## config.mk

```make
export PLATFORM = sky130hd
export DESIGN_NAME = spi5w_master
export DESIGN_NICKNAME = d
export VERILOG_FILES = /design/src/rtl/spi5w_pkg.sv /design/src/rtl/spi5w_byte_io.sv /design/src/rtl/spi5w_seq.sv /design/src/rtl/spi5w_master.sv
export SDC_FILE = /design/constraint.sdc
export NUM_CORES = 1
export LEC_CHECK = 0
export CAP_MARGIN = 20
export CORE_MARGIN = 2
export CORE_UTILIZATION = 45
export CTS_CLUSTER_SIZE = 12
export DETAILED_ROUTE_END_ITERATION = 8
export PLACE_DENSITY = 0.69
export SLEW_MARGIN = 0
export SYNTH_ARGS = -nofsm -noshare
export SYNTH_HDL_FRONTEND = slang
export SYNTH_HIERARCHICAL = 1
export SYNTH_SLANG_ARGS = --single-unit
```

## constraint.sdc

```tcl
create_clock -name clk -period 7 [get_ports clk]
set_input_delay 2.1 -clock clk [delete_from_list [all_inputs] [get_ports clk]]
set_output_delay 2.1 -clock clk [all_outputs]
set_load 0.01 [all_outputs]
```

## src/rtl/spi5w_pkg.sv

```systemverilog
`timescale 1ns/1ps
package spi5w_pkg;
  typedef enum logic [2:0] {
    K_WHDR, K_WDAT, K_RZERO, K_RLEN, K_RDAT
  } xfer_kind_t;

  typedef enum logic [1:0] {
    S_IDLE, S_WAIT, S_XFER
  } seq_state_t;
endpackage

```

## src/rtl/spi5w_byte_io.sv

```systemverilog
`timescale 1ns/1ps
// Mode-0 byte shifter: one byte per start pulse, MSB first.
module spi5w_byte_io #(
  parameter int CLK_DIV = 2
) (
  input  logic       clk,
  input  logic       rst_n,
  input  logic       start,
  input  logic [7:0] tx_byte,
  input  logic       miso,
  output logic       sclk,
  output logic       mosi,
  output logic       done,
  output logic [7:0] rx_byte
);
  localparam int CW = (CLK_DIV > 1) ? $clog2(CLK_DIV) : 1;
  localparam logic [CW-1:0] HALF_END = CW'(CLK_DIV - 1);

  logic          busy_q, busy_d;
  logic          sclk_q, sclk_d;
  logic [CW-1:0] cnt_q, cnt_d;
  logic [2:0]    bit_q, bit_d;
  logic [7:0]    tx_q, tx_d;
  logic [7:0]    rx_q, rx_d;
  logic          done_q, done_d;

  always_comb begin
    busy_d = busy_q;
    sclk_d = sclk_q;
    cnt_d  = cnt_q;
    bit_d  = bit_q;
    tx_d   = tx_q;
    rx_d   = rx_q;
    done_d = 1'b0;
    if (start && !busy_q) begin
      busy_d = 1'b1;
      sclk_d = 1'b0;
      cnt_d  = '0;
      bit_d  = '0;
      tx_d   = tx_byte;
    end else if (busy_q) begin
      if (cnt_q == HALF_END) begin
        cnt_d = '0;
        if (!sclk_q) begin
          sclk_d = 1'b1;
          rx_d   = {rx_q[6:0], miso};
        end else begin
          sclk_d = 1'b0;
          if (bit_q == 3'd7) begin
            busy_d = 1'b0;
            done_d = 1'b1;
          end else begin
            bit_d = bit_q + 3'd1;
            tx_d  = {tx_q[6:0], 1'b0};
          end
        end
      end else begin
        cnt_d = cnt_q + CW'(1);
      end
    end
  end

  always_ff @(posedge clk or negedge rst_n) begin
    if (!rst_n) begin
      busy_q <= 1'b0;
      sclk_q <= 1'b0;
      cnt_q  <= '0;
      bit_q  <= '0;
      tx_q   <= '0;
      rx_q   <= '0;
      done_q <= 1'b0;
    end else begin
      busy_q <= busy_d;
      sclk_q <= sclk_d;
      cnt_q  <= cnt_d;
      bit_q  <= bit_d;
      tx_q   <= tx_d;
      rx_q   <= rx_d;
      done_q <= done_d;
    end
  end

  assign sclk    = sclk_q;
  assign mosi    = tx_q[7];
  assign done    = done_q;
  assign rx_byte = rx_q;
endmodule

```

## src/rtl/spi5w_seq.sv

```systemverilog
`timescale 1ns/1ps
// Transaction and packet sequencer: guard check, retry, framing.
module spi5w_seq
  import spi5w_pkg::*;
#(
  parameter int MTU     = 4,
  parameter int CLK_DIV = 2
) (
  input  logic        clk,
  input  logic        rst_n,
  input  logic        wr_start,
  input  logic [15:0] wr_len,
  input  logic [7:0]  wr_data,
  input  logic        req_n,
  input  logic [15:0] cfg_backoff,
  input  logic [7:0]  cfg_max_retry,
  input  logic        byte_done,
  input  logic [7:0]  rx_byte,
  output logic        byte_start,
  output logic [7:0]  tx_byte,
  output logic        cs_n,
  output logic [15:0] wr_addr,
  output logic        rd_valid,
  output logic [15:0] rd_addr,
  output logic [7:0]  rd_data,
  output logic [15:0] rd_len,
  output logic        busy,
  output logic        done,
  output logic        err
);
  localparam logic [15:0] WFR = 16'(MTU);
  localparam logic [15:0] RFR = 16'(MTU - 1);
  localparam logic [15:0] GAP = 16'(CLK_DIV);

  function automatic logic [15:0] cap(input logic [15:0] v, input logic [15:0] m);
    return (v > m) ? m : v;
  endfunction

  seq_state_t  st_q, st_d;
  xfer_kind_t  kind_q, kind_d;
  logic [15:0] tlen_q, tlen_d, bidx_q, bidx_d, pos_q, pos_d, plen_q, plen_d;
  logic [15:0] cnt_q, cnt_d, lim_q, lim_d, npos, nlen;
  logic [7:0]  retry_q, retry_d;
  logic        fin_q, fin_d, cs_q, cs_d, start_q, start_d;
  logic        rv_q, rv_d, done_q, done_d, err_q, err_d;
  logic [15:0] ra_q, ra_d;
  logic [7:0]  rdat_q, rdat_d;

  always_comb begin
    st_d = st_q;   kind_d = kind_q; tlen_d = tlen_q; bidx_d = bidx_q;
    pos_d = pos_q; plen_d = plen_q; cnt_d = cnt_q;   lim_d = lim_q;
    retry_d = retry_q; fin_d = fin_q; cs_d = cs_q;
    ra_d = ra_q; rdat_d = rdat_q;
    start_d = 1'b0; rv_d = 1'b0; done_d = 1'b0; err_d = 1'b0;
    npos = '0; nlen = '0;
    case (st_q)
      S_IDLE: begin
        if (wr_start || !req_n) begin
          kind_d  = wr_start ? K_WHDR : K_RZERO;
          plen_d  = wr_start ? wr_len : 16'd0;
          tlen_d  = 16'd2;
          pos_d   = '0;
          retry_d = '0;
          fin_d   = 1'b0;
          cnt_d   = '0;
          lim_d   = '0;
          st_d    = S_WAIT;
        end
      end
      S_WAIT: begin
        if (cnt_q >= lim_q) begin
          if (fin_q) begin
            done_d = 1'b1;
            st_d   = S_IDLE;
          end else begin
            cs_d    = 1'b0;
            bidx_d  = '0;
            start_d = 1'b1;
            st_d    = S_XFER;
          end
        end else begin
          cnt_d = cnt_q + 16'd1;
        end
      end
      default: begin
        if (byte_done) begin
          if (bidx_q == 16'd0 && rx_byte != 8'h00) begin
            cs_d  = 1'b1;
            cnt_d = '0;
            if (retry_q >= cfg_max_retry) begin
              err_d = 1'b1;
              st_d  = S_IDLE;
            end else begin
              retry_d = retry_q + 8'd1;
              lim_d   = cfg_backoff;
              st_d    = S_WAIT;
            end
          end else begin
            if (kind_q == K_RLEN && bidx_q == 16'd1) plen_d[15:8] = rx_byte;
            if (kind_q == K_RLEN && bidx_q == 16'd2) plen_d[7:0]  = rx_byte;
            if (kind_q == K_RDAT && bidx_q != 16'd0) begin
              rv_d   = 1'b1;
              ra_d   = pos_q + bidx_q - 16'd1;
              rdat_d = rx_byte;
            end
            if (bidx_q == tlen_q - 16'd1) begin
              cs_d    = 1'b1;
              retry_d = '0;
              cnt_d   = '0;
              lim_d   = GAP;
              st_d    = S_WAIT;
              case (kind_q)
                K_WHDR: begin
                  if (plen_q == 16'd0) fin_d = 1'b1;
                  else begin
                    kind_d = K_WDAT;
                    tlen_d = cap(plen_q, WFR);
                  end
                end
                K_WDAT: begin
                  npos  = pos_q + tlen_q;
                  pos_d = npos;
                  if (npos >= plen_q) fin_d = 1'b1;
                  else tlen_d = cap(plen_q - npos, WFR);
                end
                K_RZERO: begin
                  kind_d = K_RLEN;
                  tlen_d = 16'd3;
                end
                K_RLEN: begin
                  nlen = {plen_q[15:8], rx_byte};
                  if (nlen == 16'd0) fin_d = 1'b1;
                  else begin
                    kind_d = K_RDAT;
                    pos_d  = '0;
                    tlen_d = cap(nlen, RFR) + 16'd1;
                  end
                end
                default: begin
                  npos  = pos_q + tlen_q - 16'd1;
                  pos_d = npos;
                  if (npos >= plen_q) fin_d = 1'b1;
                  else tlen_d = cap(plen_q - npos, RFR) + 16'd1;
                end
              endcase
            end else begin
              bidx_d  = bidx_q + 16'd1;
              start_d = 1'b1;
            end
          end
        end
      end
    endcase
  end

  always_ff @(posedge clk or negedge rst_n) begin
    if (!rst_n) begin
      st_q <= S_IDLE; kind_q <= K_WHDR; tlen_q <= '0; bidx_q <= '0;
      pos_q <= '0; plen_q <= '0; cnt_q <= '0; lim_q <= '0;
      retry_q <= '0; fin_q <= 1'b0; cs_q <= 1'b1; start_q <= 1'b0;
      rv_q <= 1'b0; ra_q <= '0; rdat_q <= '0; done_q <= 1'b0; err_q <= 1'b0;
    end else begin
      st_q <= st_d; kind_q <= kind_d; tlen_q <= tlen_d; bidx_q <= bidx_d;
      pos_q <= pos_d; plen_q <= plen_d; cnt_q <= cnt_d; lim_q <= lim_d;
      retry_q <= retry_d; fin_q <= fin_d; cs_q <= cs_d; start_q <= start_d;
      rv_q <= rv_d; ra_q <= ra_d; rdat_q <= rdat_d; done_q <= done_d; err_q <= err_d;
    end
  end

  always_comb begin
    case (kind_q)
      K_WHDR:  tx_byte = bidx_q[0] ? plen_q[7:0] : plen_q[15:8];
      K_WDAT:  tx_byte = wr_data;
      default: tx_byte = 8'h00;
    endcase
  end

  assign wr_addr    = pos_q + bidx_q;
  assign byte_start = start_q;
  assign cs_n       = cs_q;
  assign rd_valid   = rv_q;
  assign rd_addr    = ra_q;
  assign rd_data    = rdat_q;
  assign rd_len     = plen_q;
  assign busy       = (st_q != S_IDLE);
  assign done       = done_q;
  assign err        = err_q;
endmodule

```

## src/rtl/spi5w_master.sv

```systemverilog
`timescale 1ns/1ps
module spi5w_master #(
  parameter int MTU     = 4,
  parameter int CLK_DIV = 2
) (
  input  logic        clk,
  input  logic        rst_n,
  input  logic        wr_start,
  input  logic [15:0] wr_len,
  output logic [15:0] wr_addr,
  input  logic [7:0]  wr_data,
  output logic        rd_valid,
  output logic [15:0] rd_addr,
  output logic [7:0]  rd_data,
  output logic [15:0] rd_len,
  input  logic [15:0] cfg_backoff,
  input  logic [7:0]  cfg_max_retry,
  input  logic        req_n,
  output logic        sclk,
  output logic        mosi,
  input  logic        miso,
  output logic        cs_n,
  output logic        busy,
  output logic        done,
  output logic        err
);
  localparam int SYNC_STAGES = 2;

  logic [SYNC_STAGES-1:0] rst_pipe, req_pipe;
  logic       rst_i, req_s;
  logic       b_start, b_done;
  logic [7:0] b_tx, b_rx;

  // Reset asserts at once and releases on a clock edge.
  always_ff @(posedge clk or negedge rst_n) begin
    if (!rst_n) rst_pipe <= '0;
    else        rst_pipe <= {rst_pipe[SYNC_STAGES-2:0], 1'b1};
  end
  assign rst_i = rst_pipe[SYNC_STAGES-1];

  always_ff @(posedge clk or negedge rst_i) begin
    if (!rst_i) req_pipe <= '1;
    else        req_pipe <= {req_pipe[SYNC_STAGES-2:0], req_n};
  end
  assign req_s = req_pipe[SYNC_STAGES-1];

  spi5w_seq #(.MTU(MTU), .CLK_DIV(CLK_DIV)) u_seq (
    .clk(clk), .rst_n(rst_i), .wr_start(wr_start), .wr_len(wr_len),
    .wr_data(wr_data), .req_n(req_s), .cfg_backoff(cfg_backoff),
    .cfg_max_retry(cfg_max_retry), .byte_done(b_done), .rx_byte(b_rx),
    .byte_start(b_start), .tx_byte(b_tx), .cs_n(cs_n), .wr_addr(wr_addr),
    .rd_valid(rd_valid), .rd_addr(rd_addr), .rd_data(rd_data),
    .rd_len(rd_len), .busy(busy), .done(done), .err(err)
  );

  spi5w_byte_io #(.CLK_DIV(CLK_DIV)) u_io (
    .clk(clk), .rst_n(rst_i), .start(b_start), .tx_byte(b_tx),
    .miso(miso), .sclk(sclk), .mosi(mosi), .done(b_done), .rx_byte(b_rx)
  );
endmodule

```

==> impl_results.md, run 1 <==
* PwrDens at about 540 mW/mm^2
* Sequential share of the synthesized area at 0.320
* WL/cell at about 19 microns
* H-tree level count at 4
* Final max-slew violation count at 0
* Number of post-CTS setup repair buffers at 0
* Final WS setup at roughly 360 ps
* Initial core utilization at 0.455
* Mean post-synth cell area at 8.56 sq um
* Vias/cell at slightly below 6
* Status: completed
* Fin. Hold Viols at 0
* Nets at roughly 1.8k
* Total GRT Usage at 0.245
* Clk slew on worst S/H paths at roughly 80 ps
* Slowest cell on crit path: or4_1
* I/O Pins at around 120
* Die H at 174 microns
* Reg-to-reg slack, setup at ~360 ps
* CP required at between 7000 and 8000 ps
* Mapped Cells at roughly 1.5k
* Routed wire length at 37,300 microns
* CTS sink cnt at 166
* Max Cap Violations at 0
* IO Port Bufs at around 120
* Synth warn at 6
* Share of cells above drive strength 1 at 0.0810
* Primary FF master, synth: dfrtp_1
* Max clock buf depth at 2
* Setup crit end kind: flip-flop
* Synth cell types at 94
* Reg-to-reg endpoint: u_seq/tlen_q[1]
* Mapped Nets at ~1.7k
* Number of CTS-inserted buffers at 17
* Synthesized flop and latch total at 166
* Largest net degree at the start of global routing at slightly below 60
* CP Launch Type: flip-flop
* Detailed-route via count at roughly 12k
* Clk Latency, worst-skew pair at about 450 ps
* WHS Endpoint: rst_pipe[1]
* Synth area leader: dfrtp_1
* Fmax achieved at 0.151 GHz
* Hold path depth at 0
* CTS Hold Bufs at 0
* N_diodes at 0
* Number of enable flip-flop cells after synthesis at 0
* Top cell type's share of synthesized area at 0.314
* Tightest hold margin at 353 ps
* Async SR Flop Fraction at 1.00
* Vias in the first global route at ~11k
* Root Driver: clkbuf_16
* Period utilization at 0.948
* # rows at 62
* Leading post-synthesis cells by cell area: dfrtp_1, ha_1, nand2_1
* GPL Wtd Cong at around 0.93
* Setup Viol. Count Final at 0
* Global-route wire length before repair at between 50,000 and 60,000 microns
* Worst path max stage delay at between 500 and 600 ps
* Setup TNS at 0 ps
* Post-route ant nets at 0
* Crit path max-delay family: simple AND/OR/NAND/NOR gates
* DR pass1 iterations at 5
* Leakage Power at about 6.6 nW
* Overflow after GRT at 0
* Crit-path max FO at 7
* Worst-margin pin slew at 1040 ps
* Worst EP arrival at approximately 7000 ps
* Die width at around 170 microns
* Post-Syn Area at 0.0130 sq mm
* Reg2reg path depth at 25
* Hold Crit Class: reg2reg
* DP HPWL at 28,400 microns
* Pre-CTS setup slack at 63.1 ps
* Hold Startpoint: rst_pipe[0]
* Worst slew margin at 0.298
* Die area at slightly above 0.03 sq mm
* Min Tclk post-route at ~6600 ps
* Core ar. at 0.0285 sq mm
* RSZ-0062 raised after global routing: false
* Reg2reg start: u_seq/tlen_q[0]
* Area added between synthesis and finish at 16.7%
* Skew final at between 20 and 25 ps
* Drc violations at 0
* DR iter-0 viols at approximately 950
* Initial antenna violation count at 0
* Critical path class: reg2reg
* Buf/Inv on CP at 2
* CTS tree: done
* Peak VDD IR at 0.219 mV
layer usage:
metal,track usage,wire length [microns],vias up
li1,-,-,5594
met1,0.339,17000,5677
met2,0.398,17600,367
met3,0.0360,1890,51
met4,0.0742,825,0
met5,0,0,-
power breakdown:
group / internal [mW] / switching (mW) / leakage (nW)
logic: 2.40 / 3.22 / 4.12
registers: 1.21 / 0.450 / 2.21
clock network: 0.491 / 0.486 / 0.299
cell type report:
type                       count  area (sq um)
clock inverter                15           205
multi-input combinational   1197          8250
sequential                   166          4160
clock buffer                  17           425
fill                        2740         13400
tap                          384           480
inverter                      90           338
timing repair buffer         132          1280
worst register-to-register path, stage by stage (launching register included):
cell	delay, ps
dfrtp_2	450
ha_2	230
fa_2	460
inv_1	150
ha_1	260
nand2_1	110
nor4_4	330
and2_1	200
and4_1	280
and4_1	220
o21ai_0	150
xnor2_2	210
ha_2	340
a21oi_1	180
o22ai_1	100
a2111oi_1	380
o211ai_1	130
or4_1	550
or4_1	530
nor4b_2	270
buf_4	170
a21oi_1	60
ha_1	290
o21ai_0	200
o41ai_1	110
o22a_1	170
through the flow:
| stage | cells | power (mW) | utilization | instance area, sq um |
|---|---|---|---|---|
| after global routing | 2001 | 8.89 | 0.531 | 15100 |
| after floorplan | 1516 | 5.53 | - | 13000 |
| final | 2001 | 8.25 | 0.531 | 15100 |
| after global placement | 1969 | 7.06 | 0.505 | 14400 |
| after CTS | 2001 | 8.12 | 0.528 | 15100 |
| after detailed placement | 1969 | 7.10 | 0.505 | 14400 |
synthesized netlist by cell type (6+ instances only):
library cell and n:
a211oi_1 10, a21boi_0 7, a21o_1 28, a21oi_1 62, a221oi_1 8, a22oi_1 13, a31oi_1 10, a32o_1 8
and2_1 6, and3_1 14, clkbuf_1 47, dfrtp_1 163, ha_1 91, inv_1 89, maj3_1 7, mux2_2 20
mux2i_1 33, nand2_1 178, nand2b_1 13, nand3_1 46, nand3b_1 7, nand4_1 16, nor2_1 143, nor2b_1 11
nor3_1 40, nor4_1 23, o211ai_1 13, o21a_1 18, o21ai_0 78, o22ai_1 7, o31ai_1 21, o41ai_1 6
or2_2 12, or3_1 14, or4_1 8, xnor2_1 76, xor2_1 48
sequential cells by signal (all words and copies together) (netlist names), 2 cells and up:
name and cells:
req_pipe 2, rst_pipe 2, u_seq/kind_q 3, u_io/tx_q 8, u_seq/lim_q 16, u_seq/tlen_q 16
u_seq/rd_data 8, u_seq/bidx_q 16, u_seq/cnt_q 16, u_io/rx_byte 8, u_io/bit_q 3, u_seq/st_q 2
u_seq/retry_q 8, u_seq/pos_q 16, u_seq/rd_addr 16, u_seq/rd_len 16
logic make-up (layout without fill, tap and decap cells):
kind of cell | Yosys count | count (layout) | share of synthesized area
AND/OR/NAND/NOR | 565 | 565 | 0.213
AO/OA/AOI/OAI | 344 | 344 | 0.180
flip-flops | 166 | 166 | 0.320
buffers and inverters | 153 | 254 | 0.0503
XOR/XNOR | 126 | 126 | 0.0871
adder cells (fa/ha/maj) | 102 | 102 | 0.0993
multiplexers | 59 | 59 | 0.0495
other | 1 | 1 | 0.000289
placed cells by master, fill, tap and decap left out, drive strengths merged, types with 21 or more instances in the layout:
| master | count |
|---|---|
| a21o | 28 |
| a21oi | 62 |
| clkdlybuf4s50 | 115 |
| dfrtp | 163 |
| ha | 91 |
| inv | 94 |
| mux2 | 26 |
| mux2i | 33 |
| nand2 | 178 |
| nand3 | 46 |
| nor2 | 145 |
| nor3 | 40 |
| nor4 | 26 |
| o21ai | 80 |
| o31ai | 21 |
| xnor2 | 76 |
| xor2 | 48 |
worst max-delay path by stage:
| stage | start | to | slack, ps | cells after the start |
|---|---|---|---|---|
| 2_1_floorplan | u_seq/tlen_q[0] | u_seq/tlen_q[1] | 600 | 23 |
| 3_5_place_dp | u_seq/tlen_q[0] | u_seq/tlen_q[1] | 60 | 25 |
| 3_3_place_gp | u_seq/tlen_q[0] | u_seq/tlen_q[1] | 220 | 25 |
| 6_report | u_seq/tlen_q[0] | u_seq/tlen_q[1] | 360 | 25 |
| 4_1_cts | u_seq/tlen_q[0] | u_seq/tlen_q[1] | 70 | 25 |
| 5_1_grt | u_seq/tlen_q[6] | u_seq/tlen_q[1] | 3 | 23 |
timing repair:
action                     4_1_cts  5_1_grt
setup endpoints to repair        1        3
pin swaps                        0        4
resized for setup                1       21
(Power assumes the default switching activity.)
==> inputs of run 2 (changes only) <==
SKIP_CTS_REPAIR_TIMING = 1   (was default)
==> results of run 2 <==
No change in the layout: final DEF, timing and power equal those of run 1.
Among the figures that moved: via count of the first global-routing pass 10953 -> 10950
